File: src/rtl/cw_pkg.sv
package cw_pkg;
  localparam int FRAME_W = 12;
  localparam int ATT_W   = FRAME_W - 1;
  localparam int FLAG_W  = 7;
  localparam int SYNC_N  = 2;
endpackage

File: src/rtl/cw_sync.sv
module cw_sync #(
  parameter int W      = 4,
  parameter int STAGES = cw_pkg::SYNC_N
) (
  input  logic         clk,
  input  logic         rst,
  input  logic [W-1:0] d_i,
  output logic [W-1:0] q_o
);
  logic [STAGES-1:0][W-1:0] pipe;

  always_ff @(posedge clk) begin
    if (rst) pipe[0] <= '0;
    else     pipe[0] <= d_i;
  end

  for (genvar k = 1; k < STAGES; k++) begin : g_stage
    always_ff @(posedge clk) begin
      if (rst) pipe[k] <= '0;
      else     pipe[k] <= pipe[k-1];
    end
  end

  assign q_o = pipe[STAGES-1];
endmodule

File: src/rtl/cw_shifter.sv
module cw_shifter #(
  parameter int W = cw_pkg::FRAME_W
) (
  input  logic         clk,
  input  logic         rst,
  input  logic         en_i,
  input  logic         bit_i,
  output logic [W-1:0] frame_o
);
  logic [W-1:0] frame_q;

  always_ff @(posedge clk) begin
    if (rst)       frame_q <= '0;
    else if (en_i) frame_q <= {frame_q[W-2:0], bit_i};
  end

  assign frame_o = frame_q;

  // without a qualified shift edge, the stored bits hold
  p_hold_idle_r7: assert property (@(posedge clk) disable iff (rst)
    !en_i |=> $stable(frame_q));
endmodule

File: src/rtl/cw_dest_regs.sv
module cw_dest_regs #(
  parameter int ATT_W  = cw_pkg::ATT_W,
  parameter int FLAG_W = cw_pkg::FLAG_W
) (
  input  logic              clk,
  input  logic              rst,
  input  logic              load_i,
  input  logic              select_i,
  input  logic [ATT_W-1:0]  word_i,
  output logic [ATT_W-1:0]  att_o,
  output logic [FLAG_W-1:0] flags_o,
  output logic              att_upd_o,
  output logic              flags_upd_o
);
  logic [ATT_W-1:0]  att_q;
  logic [FLAG_W-1:0] flg_q;
  logic              att_upd_q, flg_upd_q;

  always_ff @(posedge clk) begin
    if (rst) begin
      att_q     <= '0;
      flg_q     <= '0;
      att_upd_q <= 1'b0;
      flg_upd_q <= 1'b0;
    end else begin
      att_upd_q <= load_i & ~select_i;
      flg_upd_q <= load_i & select_i;
      if (load_i && !select_i) att_q <= word_i;
      if (load_i &&  select_i) flg_q <= word_i[FLAG_W-1:0];
    end
  end

  assign att_o       = att_q;
  assign flags_o     = flg_q;
  assign att_upd_o   = att_upd_q;
  assign flags_upd_o = flg_upd_q;

  p_att_on_pulse_r3: assert property (@(posedge clk) disable iff (rst)
    !$stable(att_q) |-> att_upd_q);
  p_flags_on_pulse_r4: assert property (@(posedge clk) disable iff (rst)
    !$stable(flg_q) |-> flg_upd_q);
  p_pulse_excl_r8: assert property (@(posedge clk) disable iff (rst)
    !(att_upd_q && flg_upd_q));
  p_pulse_from_load_r8: assert property (@(posedge clk) disable iff (rst)
    (att_upd_q || flg_upd_q) |-> $past(load_i));
endmodule

File: src/rtl/ctl_word_rx.sv
module ctl_word_rx #(
  parameter int FRAME_W = cw_pkg::FRAME_W,
  parameter int FLAG_W  = cw_pkg::FLAG_W,
  parameter int SYNC_N  = cw_pkg::SYNC_N
) (
  input  logic                 clk,
  input  logic                 rst,
  input  logic                 en_i,
  input  logic                 sdata_i,
  input  logic                 sclk_i,
  input  logic                 strobe_i,
  output logic [FRAME_W-2:0]   att_o,
  output logic [FLAG_W-1:0]    flags_o,
  output logic                 att_upd_o,
  output logic                 flags_upd_o
);
  localparam int ATT_W = FRAME_W - 1;

  // bit order: 0 data, 1 shift clock, 2 strobe, 3 enable
  logic [3:0]         lvl;
  logic [1:0]         prev_q;
  logic               sclk_rise, strb_rise;
  logic [FRAME_W-1:0] frame;

  cw_sync #(.W(4), .STAGES(SYNC_N)) u_sync (
    .clk (clk),
    .rst (rst),
    .d_i ({en_i, strobe_i, sclk_i, sdata_i}),
    .q_o (lvl)
  );

  always_ff @(posedge clk) begin
    if (rst) prev_q <= '0;
    else     prev_q <= lvl[2:1];
  end

  assign sclk_rise = lvl[1] & ~prev_q[0] & lvl[3];
  assign strb_rise = lvl[2] & ~prev_q[1] & lvl[3];

  cw_shifter #(.W(FRAME_W)) u_shift (
    .clk     (clk),
    .rst     (rst),
    .en_i    (sclk_rise),
    .bit_i   (lvl[0]),
    .frame_o (frame)
  );

  cw_dest_regs #(.ATT_W(ATT_W), .FLAG_W(FLAG_W)) u_regs (
    .clk         (clk),
    .rst         (rst),
    .load_i      (strb_rise),
    .select_i    (frame[FRAME_W-1]),
    .word_i      (frame[ATT_W-1:0]),
    .att_o       (att_o),
    .flags_o     (flags_o),
    .att_upd_o   (att_upd_o),
    .flags_upd_o (flags_upd_o)
  );

  // an edge event lasts a single cycle; a held level is no new edge
  p_sclk_edge_once_r9: assert property (@(posedge clk) disable iff (rst)
    sclk_rise |=> !sclk_rise);
  p_strobe_edge_once_r9: assert property (@(posedge clk) disable iff (rst)
    strb_rise |=> !strb_rise);
endmodule

File: config.mk
export PLATFORM = sky130hd
export DESIGN_NAME = ctl_word_rx
export DESIGN_NICKNAME = d
export VERILOG_FILES = /design/src/rtl/cw_pkg.sv /design/src/rtl/cw_sync.sv /design/src/rtl/cw_shifter.sv /design/src/rtl/cw_dest_regs.sv /design/src/rtl/ctl_word_rx.sv
export SDC_FILE = /design/constraint.sdc
export NUM_CORES = 1
export LEC_CHECK = 0
export ABC_AREA = 1
export BUFFER_PORTS_ARGS = -buffer_cell sky130_fd_sc_hd__buf_2
export CAP_MARGIN = 10
export CORE_MARGIN = 2
export CORE_UTILIZATION = 49
export CTS_CLUSTER_DIAMETER = 200
export DETAILED_ROUTE_END_ITERATION = 8
export GPL_ROUTABILITY_DRIVEN = 0
export PLACE_DENSITY = 0.84
export SLEW_MARGIN = 20
export SYNTH_ARGS = -nofsm -noshare
export SYNTH_HDL_FRONTEND = slang
export SYNTH_SLANG_ARGS = --single-unit
File: constraint.sdc
create_clock -name clk -period 1 [get_ports clk]
set_input_delay 0.1 -clock clk [delete_from_list [all_inputs] [get_ports clk]]
set_output_delay 0.1 -clock clk [all_outputs]
set_load 0.02 [all_outputs]
======== Word-level counts from Yosys, hierarchy flattened ========
Cells that the tools add are included.
W data, S select, Z words.
storage, ports and cells
  register bits after elaboration ......... 42
  bits in latches ......................... 0
  memory bits (writable) .................. 0
  bits in read-only memories .............. 0
  input bits .............................. 6
  output and inout port bits .............. 20
  logic and storage cells ................. 20
  memories kept ........................... 0
operators by class
  add/sub/neg operators ................... 0
  multipliers ............................. 0
  div/mod/pow operators ................... 0
  $lt $le $gt $ge ......................... 0
  equality and inequality tests ........... 0
  shift operators ......................... 0
  mux-type cells .......................... 0
  bitwise logic cells ..................... 9
  reductions and logical operators ........ 3
operators with widths
  cell                 number
  $and A1 B1 Y1        6
  $not A1 Y1           3
  $logic_and A1 B1 Y1  2
  $logic_not A1 Y1     1

======== Logic depth before layout (Yosys ltp) ========
Gate-level depths: netlist of the first run.
  depth in word-level cells ............... 4
  gate-level depth with buffers ........... 6
  depth with buffers taken out ............ 5

======== By module ========
From an unflattened synthesis of the first run, not the netlist that was laid out.
second synthesis, totals
  cell total of the unflattened synthesis .. 225
  area, all modules ....................... 1,654.1 um^2
by module, submodules not included
  module        times used  cells an instance  area an instance (um^2)  seq. area each (um^2)
  cw_dest_regs  1           110                820.8                    400.4
  cw_shifter    1           76                 496.7                    240.2
  cw_sync       1           29                 261.5                    160.2
  ctl_word_rx   1           10                 75.1                     40.0

======== Least setup slack after synthesis of the first run ========
No wires, ideal clock.
  path kind ............................... reg2reg
  start ................................... register u_sync.pipe, in the netlist u_sync.q_o[3]
  end ..................................... register u_shift.frame_q[0] (netlist: u_shift.frame_o[0])
  library setup time ...................... 116 ps
  data arrival time ....................... 874 ps
  data required time ...................... 884 ps
  path slack .............................. 10 ps
  stages on the path, launching flop included .. 7
  path buffers ............................ 1
  clock period less this slack ............ 990 ps
  cell sequence ........................... dfxtp_1 nand2_1 nor2_1 inv_1 buf_2 nor2_1 nor2_1
between the ends
  longest elaborated chain between the ends .. 1
ends and longest elaborated chain
  what                              RTL line           text
  start: declaration                cw_sync.sv:10      logic [STAGES-1:0][W-1:0] pipe;
  start signal: indexed assignment  cw_sync.sv:20      else pipe[k] <= pipe[k-1];
  $and A1 B1 Y1                     ctl_word_rx.sv:37  assign sclk_rise = lvl[1] & ~prev_q[0] & lvl[3];
  end signal: assignment            cw_shifter.sv:14   else if (en_i) frame_q <= {frame_q[W-2:0], bit_i};
  end: declaration                  cw_shifter.sv:10   logic [W-1:0] frame_q;
No other way between the ends.
A chain may end at the register's enable or synchronous reset.

======== Final worst setup path of the first run ========
  start ................................... register u_sync.pipe, in the netlist u_sync.q_o[2]
  end ..................................... register u_regs.att_q[10] (netlist: u_regs.att_o[10])
between the ends
  longest elaborated chain between the ends .. 3
ends and longest elaborated chain
  what                         RTL line            text
  $and A1 B1 Y1 (2 in series)  ctl_word_rx.sv:38   assign strb_rise = lvl[2] & ~prev_q[1] & lvl[3];
  $logic_and A1 B1 Y1          cw_dest_regs.sv:28  if (load_i && !select_i) att_q <= word_i;
  end signal: assignment       cw_dest_regs.sv:28
  end: declaration             cw_dest_regs.sv:15  logic [ATT_W-1:0] att_q;
No other way between the ends.

==> results of run 1 <==
[synthesized netlist by cell type, drive strengths merged]
| master | n |
|---|---|
| nor2 | 55 |
| clkbuf | 4 |
| a21oi | 11 |
| nand3 | 18 |
| nand4 | 1 |
| nor4 | 1 |
| nand2 | 27 |
| buf | 8 |
| o21ai | 12 |
| dfxtp | 42 |
| inv | 39 |
[area by class of cell]
cell class / instances / area, um2 / share of cell area, %
clock inverters: 1 / 30.0 / 1.36
flip-flops and latches: 42 / 857 / 38.7
repair buffers: 47 / 450 / 20.4
multi-input cells: 125 / 619 / 28.0
inverters: 39 / 149 / 6.73
well taps: 44 / 55.1 / 2.49
clock buffers: 6 / 51.3 / 2.32
[worst paths after layout]
kind / startpoint / endpoint / slack, ps / cells past startpoint
worst min register to register: u_sync.pipe[1] / u_sync.q_o[1] / 400 / 2
worst min-delay path: rst / u_sync.q_o[3] / 70 / 3
worst max-delay path: u_sync.q_o[2] / u_regs.att_o[10] / -100 / 7
worst max register to register: u_sync.q_o[2] / u_regs.att_o[10] / -100 / 7
[routing by layer]
layer	routed length [um]	up-vias
met3	119	7
met5	0	-
met1	1400	659
met4	82	0
li1	-	739
met2	1810	32
[sequential cells by signal, summed over array words and instances (netlist names)]
signal	cells
u_shift.frame_o	12
u_regs.flags_upd_o	1
prev_q	2
u_regs.att_o	11
u_regs.att_upd_o	1
u_sync.q_o	4
u_regs.flags_o	7
u_sync.pipe	4
[timing repair]
item | 4_1_cts | 5_1_grt
buffers inserted | 2 | 1
endpoints found under the setup margin | 27 | 46
endpoints found under the hold margin | 5 | 0
cloned | 2 | 2
pin swaps | 0 | 11
hold buffers | 7 | 0
gates resized for setup | 14 | 44
[report_power, final]
group / internal (uW) / total, uW / switching, uW / leakage, uW
logic: 83.3 / 172 / 88.8 / 0.000626
clock network: 582 / 1100 / 522 / 0.0000443
registers: 1700 / 1720 / 16.4 / 0.000347
[metrics by stage]
stage                     worst slack, ps  std cells  util (%)
after global routing                 -196        304      72.5
after CTS                           -59.3        302      67.8
after detailed placement            -55.9        284      59.0
final                                -100        304      72.5
after floorplan                      10.2        218         -
after global placement              -12.2        284      59.0
[cells by family (layout without fill, tap and decap cells)]
| group | Yosys count | after routing | synth area share [%] |
|---|---|---|---|
| buffers and inverters | 51 | 93 | 13.4 |
| DFF | 42 | 42 | 53.2 |
| and+or+nand+nor | 102 | 102 | 26.1 |
| AOI/OAI and AO/OA | 23 | 23 | 7.28 |
[critical path, cell delays in order, from the launching register on]
cell and delay [ps]:
dfxtp_2 360, nand2_2 70, nor2_4 150, buf_12 140, buf_12 120, nand3_2 50, nand2_1 60, nor2_1 40
==> impl_metrics.ini, run 1 <==
[logic_synthesis]
seq_area_frac_synth_pct = 53.2
ys_ff_latch = 42
yosysUniqueCellTypes = 15
synth.largest_area_cell = dfxtp_1
synth_top_area_share_pct = 53.2
ys_warn_count = 0
synth_nets = 224
ys_top_cells_by_area = dfxtp_1 (53%), nor2_1 (13%), inv_1 (9.3%)
syn_area_mm2 = 0.00158
syn_inst = 218
syn_area_per_cell_um2 = 7.25

[sta]
rsz0062_at_grt = yes
setup_violations = 26
period_share_pct = 110
post-route-min-period_ps = 1100
whs_ps = 73.3
fin_ws_ps = -100
worst_pin_slew_ps = 228
skew_ps = 16.1
clock.fmax_ghz = 0.909
slew_viol_final = 0
finalHoldViolations = 0
max_slew_margin_pct = 84.6
finalSetupTns_ps = -1340

[cells_and_area]
drive_above_1_share_pct = 30.4
final_cell_mix = nor2_1 (52), inv_1 (38), dfxtp_1 (29)
finalInstanceArea_mm2 = 0.00221
nFillCells = 243
final_common_cell = nor2_1
area.growth.synth_to_final_pct = 40.0
fin_nets = 266
antennaDiodeCount = 0

[setup_path]
required_ps = 1250
cp-end-kind = flip-flop
worstPathMaxFanout = 8
critical_path_class = flip-flop to flip-flop
crit_arrival_ps = 1350
cp-start-kind = flip-flop

[place]
io_buffer_count = 25
dpl_cell_area_mm2 = 0.00180
place_hpwl_mm = 1.92

[drt]
ant_nets = 0
vias = 1437
drt_wl_total_mm = 3.41
wire_per_inst_um = 11.2
drc_errors = 0
viasPerCell = 4.73
dr.first_iter.drc_count = 81
drt_first_pass_iters = 4

[floorplanning]
fp.coreArea_mm2 = 0.00305
die_area_mm2 = 0.00370
die-width_um = 60.8
rows = 20
ios = 26
initial_utilization_pct = 51.8
dieHeight_um = 60.8

[power_and_ir_drop]
max-vdd-ir-drop_uv = 787
p_per_area_mw_per_mm2 = 1350
p_total_uw = 3000
cellLeakagePower_uw = 0.00102

[clock_network]
cts-buffers-inserted = 5
htreeDepth = 2
clk_pin_slew_ps = 110
cts.sinks = 42
worstSkewPairLatency_ps = 360
cts_tree = built
clockBufferDepth = 2
cts_root_buf = clkbuf_4

[min_path]
hold_class = input pin to flip-flop

[global_route]
grt_overflow = 0
use_met3_pct = 8.32
grt.met1_usage_pct = 21.6
met2_usage_pct = 34.3
gr-usage-all-layers_pct = 19.8
antenna_found_initial = 0
grt_max_degree = 31
grt_pass1_vias = 1272
grt_first_pass_wirelength_mm = 5.29
grt.busiest_layer = met2

[run_status]
violations = negative setup slack
outcome = finished with violations

[run]
drv_cap = 0
Power figures use the tool's default switching activity.
==> inputs of run 2 (changes only) <==
--- a/config.mk
+++ b/config.mk
@@ -9,11 +9,12 @@
 export BUFFER_PORTS_ARGS = -buffer_cell sky130_fd_sc_hd__buf_2
 export CAP_MARGIN = 10
 export CORE_MARGIN = 2
-export CORE_UTILIZATION = 49
+export CORE_UTILIZATION = 50
 export CTS_CLUSTER_DIAMETER = 200
 export DETAILED_ROUTE_END_ITERATION = 8
 export GPL_ROUTABILITY_DRIVEN = 0
-export PLACE_DENSITY = 0.84
+export PLACE_DENSITY = 0.82
+export SKIP_LAST_GASP = 1
 export SLEW_MARGIN = 20
 export SYNTH_ARGS = -nofsm -noshare
 export SYNTH_HDL_FRONTEND = slang
==> constraint.sdc (replaced) <==
create_clock -name clk -period 1.26 [get_ports clk]
set_input_delay 0.126 -clock clk [delete_from_list [all_inputs] [get_ports clk]]
set_output_delay 0.126 -clock clk [all_outputs]
set_load 0.02 [all_outputs]
==> impl_metrics.ini, run 2 (synthesis results as in run 1) <==
[place]
io_buffer_count = 25
place_hpwl_mm = 1.78

[clock_network]
clk_pin_slew_ps = 120
cts_tree = built
cts_setup_buffers = 0
cts.sinks = 42
cts_root_buf = clkbuf_4
clockBufferDepth = 2
worstSkewPairLatency_ps = 340
htreeDepth = 2
cts-buffers-inserted = 5

[floorplanning]
initial_utilization_pct = 52.2
rows = 20
ios = 26
dieHeight_um = 60.2
die_area_mm2 = 0.00363
die-width_um = 60.2
fp.coreArea_mm2 = 0.00303

[cells_and_area]
fin_util_pct = 60.6
final_common_cell = nor2_1
nFillCells = 283
fin_nets = 253
multi_input_area_um2 = 528
drive_above_1_share_pct = 15.4
regArea_um2 = 842
final_cell_mix = nor2_1 (54), dfxtp_1 (41), inv_1 (38)
antennaDiodeCount = 0
area.growth.synth_to_final_pct = 16.2
largest_register_ffs = 12

[drt]
drt_wl_total_mm = 2.72
wire_per_inst_um = 9.35
drt_first_pass_iters = 4
drc_errors = 0
ant_nets = 0
dr.first_iter.drc_count = 85
vias = 1309
viasPerCell = 4.50

[global_route]
antenna_found_initial = 0
grt_overflow = 0
grt_first_pass_wirelength_mm = 4.37
grt_max_degree = 31
grt_pass1_vias = 1069
gr-usage-all-layers_pct = 16.3

[run_status]
outcome = completed

[setup_path]
critPathLaunch = u_shift.frame_o[11]
crit_arrival_ps = 1430
critical_path_class = flip-flop to flip-flop
cp-end-kind = flip-flop
cp-start-kind = flip-flop
worstPathMaxFanout = 8
timing.rr.start = u_shift.frame_o[11]
r2r_slack_ps = 120
required_ps = 1550

[power_and_ir_drop]
cellLeakagePower_uw = 0.000892
p_total_uw = 2070
p_per_area_mw_per_mm2 = 1130
max-vdd-ir-drop_uv = 639

[sta]
post-route-min-period_ps = 1140
clock.fmax_ghz = 0.875
slew_viol_final = 0
setup_violations = 0
worst_pin_slew_ps = 762
skew_ps = 11.0
finalSetupTns_ps = 0
period_share_pct = 90.7
finalHoldViolations = 0
max_slew_margin_pct = 49.1
rsz0062_at_grt = no

[min_path]
hold_path.startpoint = rst
hold_class = input pin to flip-flop

[run]
drv_cap = 0
run 2: final cells by class:
class / count / area share, %
Timing Repair Buffer: 33 / 11.3
Timing Repair inverter: 1 / 0.409
Multi-Input combinational cell: 125 / 28.8
Tap cell: 44 / 3.00
Clock buffer: 7 / 2.45
Sequential cell: 42 / 45.9
Inverter: 39 / 8.18
run 2: stage by stage:
step                      area [um2]  worst slack, ps  instances  hold WS (ps)
after detailed placement        1740             33.0        279           336
final                           1840              117        291           129
after global placement          1740             78.2        279           323
after floorplan                 1580              270        218           197
after global routing            1840             25.6        291           131
after CTS                       1820             35.2        290           113
run 2: where the power goes:
part           internal (uW)  total, uW  switching [uW]
clock network            211        603             392
logic                   41.5       99.9            58.4
registers               1350       1360            12.0
run 2: routing by layer:
| metal | track usage (%) | routed length (um) | part of all wire [%] | vias to the layer above |
|---|---|---|---|---|
| li1 | - | - | - | 707 |
| met1 | 20.1 | 1310 | 48 | 571 |
| met2 | 25.8 | 1240 | 45 | 25 |
| met3 | 5.84 | 130 | 4.8 | 6 |
| met4 | 6.67 | 45 | 1.7 | 0 |
| met5 | 0 | 0 | 0 | - |
run 2: path summary, 6_finish.rpt:
| kind | end | cells past startpoint |
|---|---|---|
| worst max-delay path | u_regs.flags_o[4] | 4 |
| worst min-delay path | u_sync.pipe[3] | 3 |
| worst max register to register | u_regs.flags_o[4] | 4 |
| worst min register to register | u_sync.q_o[0] | 2 |
run 2: critical path: stages, from the launching register on:
cell and delay (ps):
dfxtp_2 460, nand4_1 330, nand2_1 150, inv_1 50, nor2_1 90
run 2: timing repair:
item	in CTS	in global routing
endpoints found under the hold margin	4	0
setup endpoints to repair	0	11
hold buffers	4	0
gates resized for setup	0	3
==> inputs of run 3 (changes only) <==
--- a/config.mk
+++ b/config.mk
@@ -7,13 +7,14 @@
 export LEC_CHECK = 0
 export ABC_AREA = 1
 export BUFFER_PORTS_ARGS = -buffer_cell sky130_fd_sc_hd__buf_2
-export CAP_MARGIN = 10
+export CAP_MARGIN = 20
 export CORE_MARGIN = 2
 export CORE_UTILIZATION = 50
+export CTS_BUF_LIST = sky130_fd_sc_hd__clkbuf_4 sky130_fd_sc_hd__clkbuf_8 sky130_fd_sc_hd__clkbuf_16
 export CTS_CLUSTER_DIAMETER = 200
 export DETAILED_ROUTE_END_ITERATION = 8
 export GPL_ROUTABILITY_DRIVEN = 0
-export PLACE_DENSITY = 0.82
+export PLACE_DENSITY = 0.73
 export SKIP_LAST_GASP = 1
 export SLEW_MARGIN = 20
 export SYNTH_ARGS = -nofsm -noshare
==> impl_metrics.ini, run 3 (synthesis results as in run 1) <==
[run_status]
outcome = completed

[global_route]
gr-usage-all-layers_pct = 17.6
grt_pass1_vias = 1165
grt_first_pass_wirelength_mm = 4.70
antenna_found_initial = 0
grt_overflow = 0
grt_max_degree = 31

[drt]
vias = 1315
wire_per_inst_um = 9.85
drt_first_pass_iters = 4
dr.first_iter.drc_count = 63
drt_wl_total_mm = 2.90
drc_errors = 0
viasPerCell = 4.47
ant_nets = 0

[cells_and_area]
fin_nets = 255
largest_register_ffs = 12
drive_above_1_share_pct = 17.2
final_cell_mix = nor2_1 (54), dfxtp_1 (41), inv_1 (38)
final_cells = 294
area.growth.synth_to_final_pct = 19.9
antennaDiodeCount = 0
final_common_cell = nor2_1

[setup_path]
cp-start-kind = flip-flop
reg2reg_to = u_regs.flags_o[5]
cp-end-kind = flip-flop
reg2reg_depth = 6
critical_path_class = flip-flop to flip-flop
timing.rr.start = u_sync.q_o[3]
critPathLaunch = u_sync.q_o[3]
worstPathMaxFanout = 29
crit_arrival_ps = 1350
required_ps = 1510
r2r_slack_ps = 160

[sta]
worst_pin_slew_ps = 353
rsz0062_at_grt = no
finalSetupTns_ps = 0
slew_viol_final = 0
setup_violations = 0
skew_ps = 4.44
post-route-min-period_ps = 1100
period_share_pct = 87.2
clock.fmax_ghz = 0.910
max_slew_margin_pct = 76.4
fin_ws_ps = 161
finalHoldViolations = 0

[power_and_ir_drop]
cellLeakagePower_uw = 0.000920
p_per_area_mw_per_mm2 = 1190
max-vdd-ir-drop_uv = 807

[clock_network]
htreeDepth = 2
clk_pin_slew_ps = 120
cts_tree = built
cts.sinks = 42
cts-buffers-inserted = 5
worstSkewPairLatency_ps = 350
clockBufferDepth = 2
cts_root_buf = clkbuf_4

[min_path]
holdPathStages = 2
worstHoldEndpoint = u_sync.q_o[2]
hold_path.startpoint = rst
hold_class = input pin to flip-flop

[floorplanning]
fp.coreArea_mm2 = 0.00303
dieHeight_um = 60.2
die-width_um = 60.2
rows = 20
ios = 26
die_area_mm2 = 0.00363
initial_utilization_pct = 52.2

[run]
drv_cap = 0

[place]
place_hpwl_mm = 1.76
post-place-ws_ps = 73.1
dpl.cell_count = 279
io_buffer_count = 25
[run 3: changes by cell type in the layout (fill, tap and decap cells not counted)]
cell        change
buf_12          +1
clkbuf_1        -2
clkbuf_8        +3
clkinvlp_2      +1
[run 3: worst max-delay path by stage]
stage,to,slack [ps]
floorplan,u_shift.frame_o[0],270
global placement,u_regs.att_o[7],100
detailed placement,u_regs.att_o[9],70
CTS,u_regs.att_o[5],50
global route,u_regs.flags_o[4],50
finish,u_regs.flags_o[5],160
[run 3: per-stage QoR]
step	hold slack [ps]	utilization, %	power, uW	instance area, um2
global placement	324	57.8	1490	1750
floorplan	197	-	1460	1580
global route	90.2	62.6	2360	1890
detailed placement	337	57.8	1490	1750
finish	94.2	62.6	2260	1890
CTS	70.9	61.7	2280	1870
[run 3: power breakdown]
group	switching [uW]	leakage, uW	internal [uW]
Combinational	60.1	0.000534	45.6
Sequential	12.3	0.000341	1350
Clock	412	0.0000446	382
[run 3: metal layers]
| layer | share of wire (%) | wire length [um] | up-vias | global-route usage (%) |
|---|---|---|---|---|
| met5 | 0 | 0 | - | 0 |
| met4 | 2.1 | 60 | 0 | 8.57 |
| met3 | 3.5 | 100 | 6 | 5.19 |
| met2 | 46 | 1350 | 24 | 29.2 |
| met1 | 48 | 1390 | 569 | 20.6 |
| li1 | - | - | 716 | - |
[run 3: repair_timing]
action                                  in CTS  in global routing
endpoints found under the setup margin       0                 11
buffers inserted                             0                  1
gates resized for setup                      0                  3
hold buffers                                 4                  0
hold endpoints to repair                     4                  0
[run 3: area by class of cell]
cell class                 instances  area (um2)
sequential                        42         842
fill                             304        1130
tap                               44        55.1
multi-input combinational        125         528
timing repair buffer              34         228
timing repair inverter             2        12.5
inverter                          39         150
clock buffer                       8        78.8
[run 3: critical path, stage by stage, from the launching register on]
cell and delay (ps):
dfxtp_1 390, nand2_1 100, nor2_2 130, buf_12 180, nand3_1 80, nand2_1 80
nor2_1 40
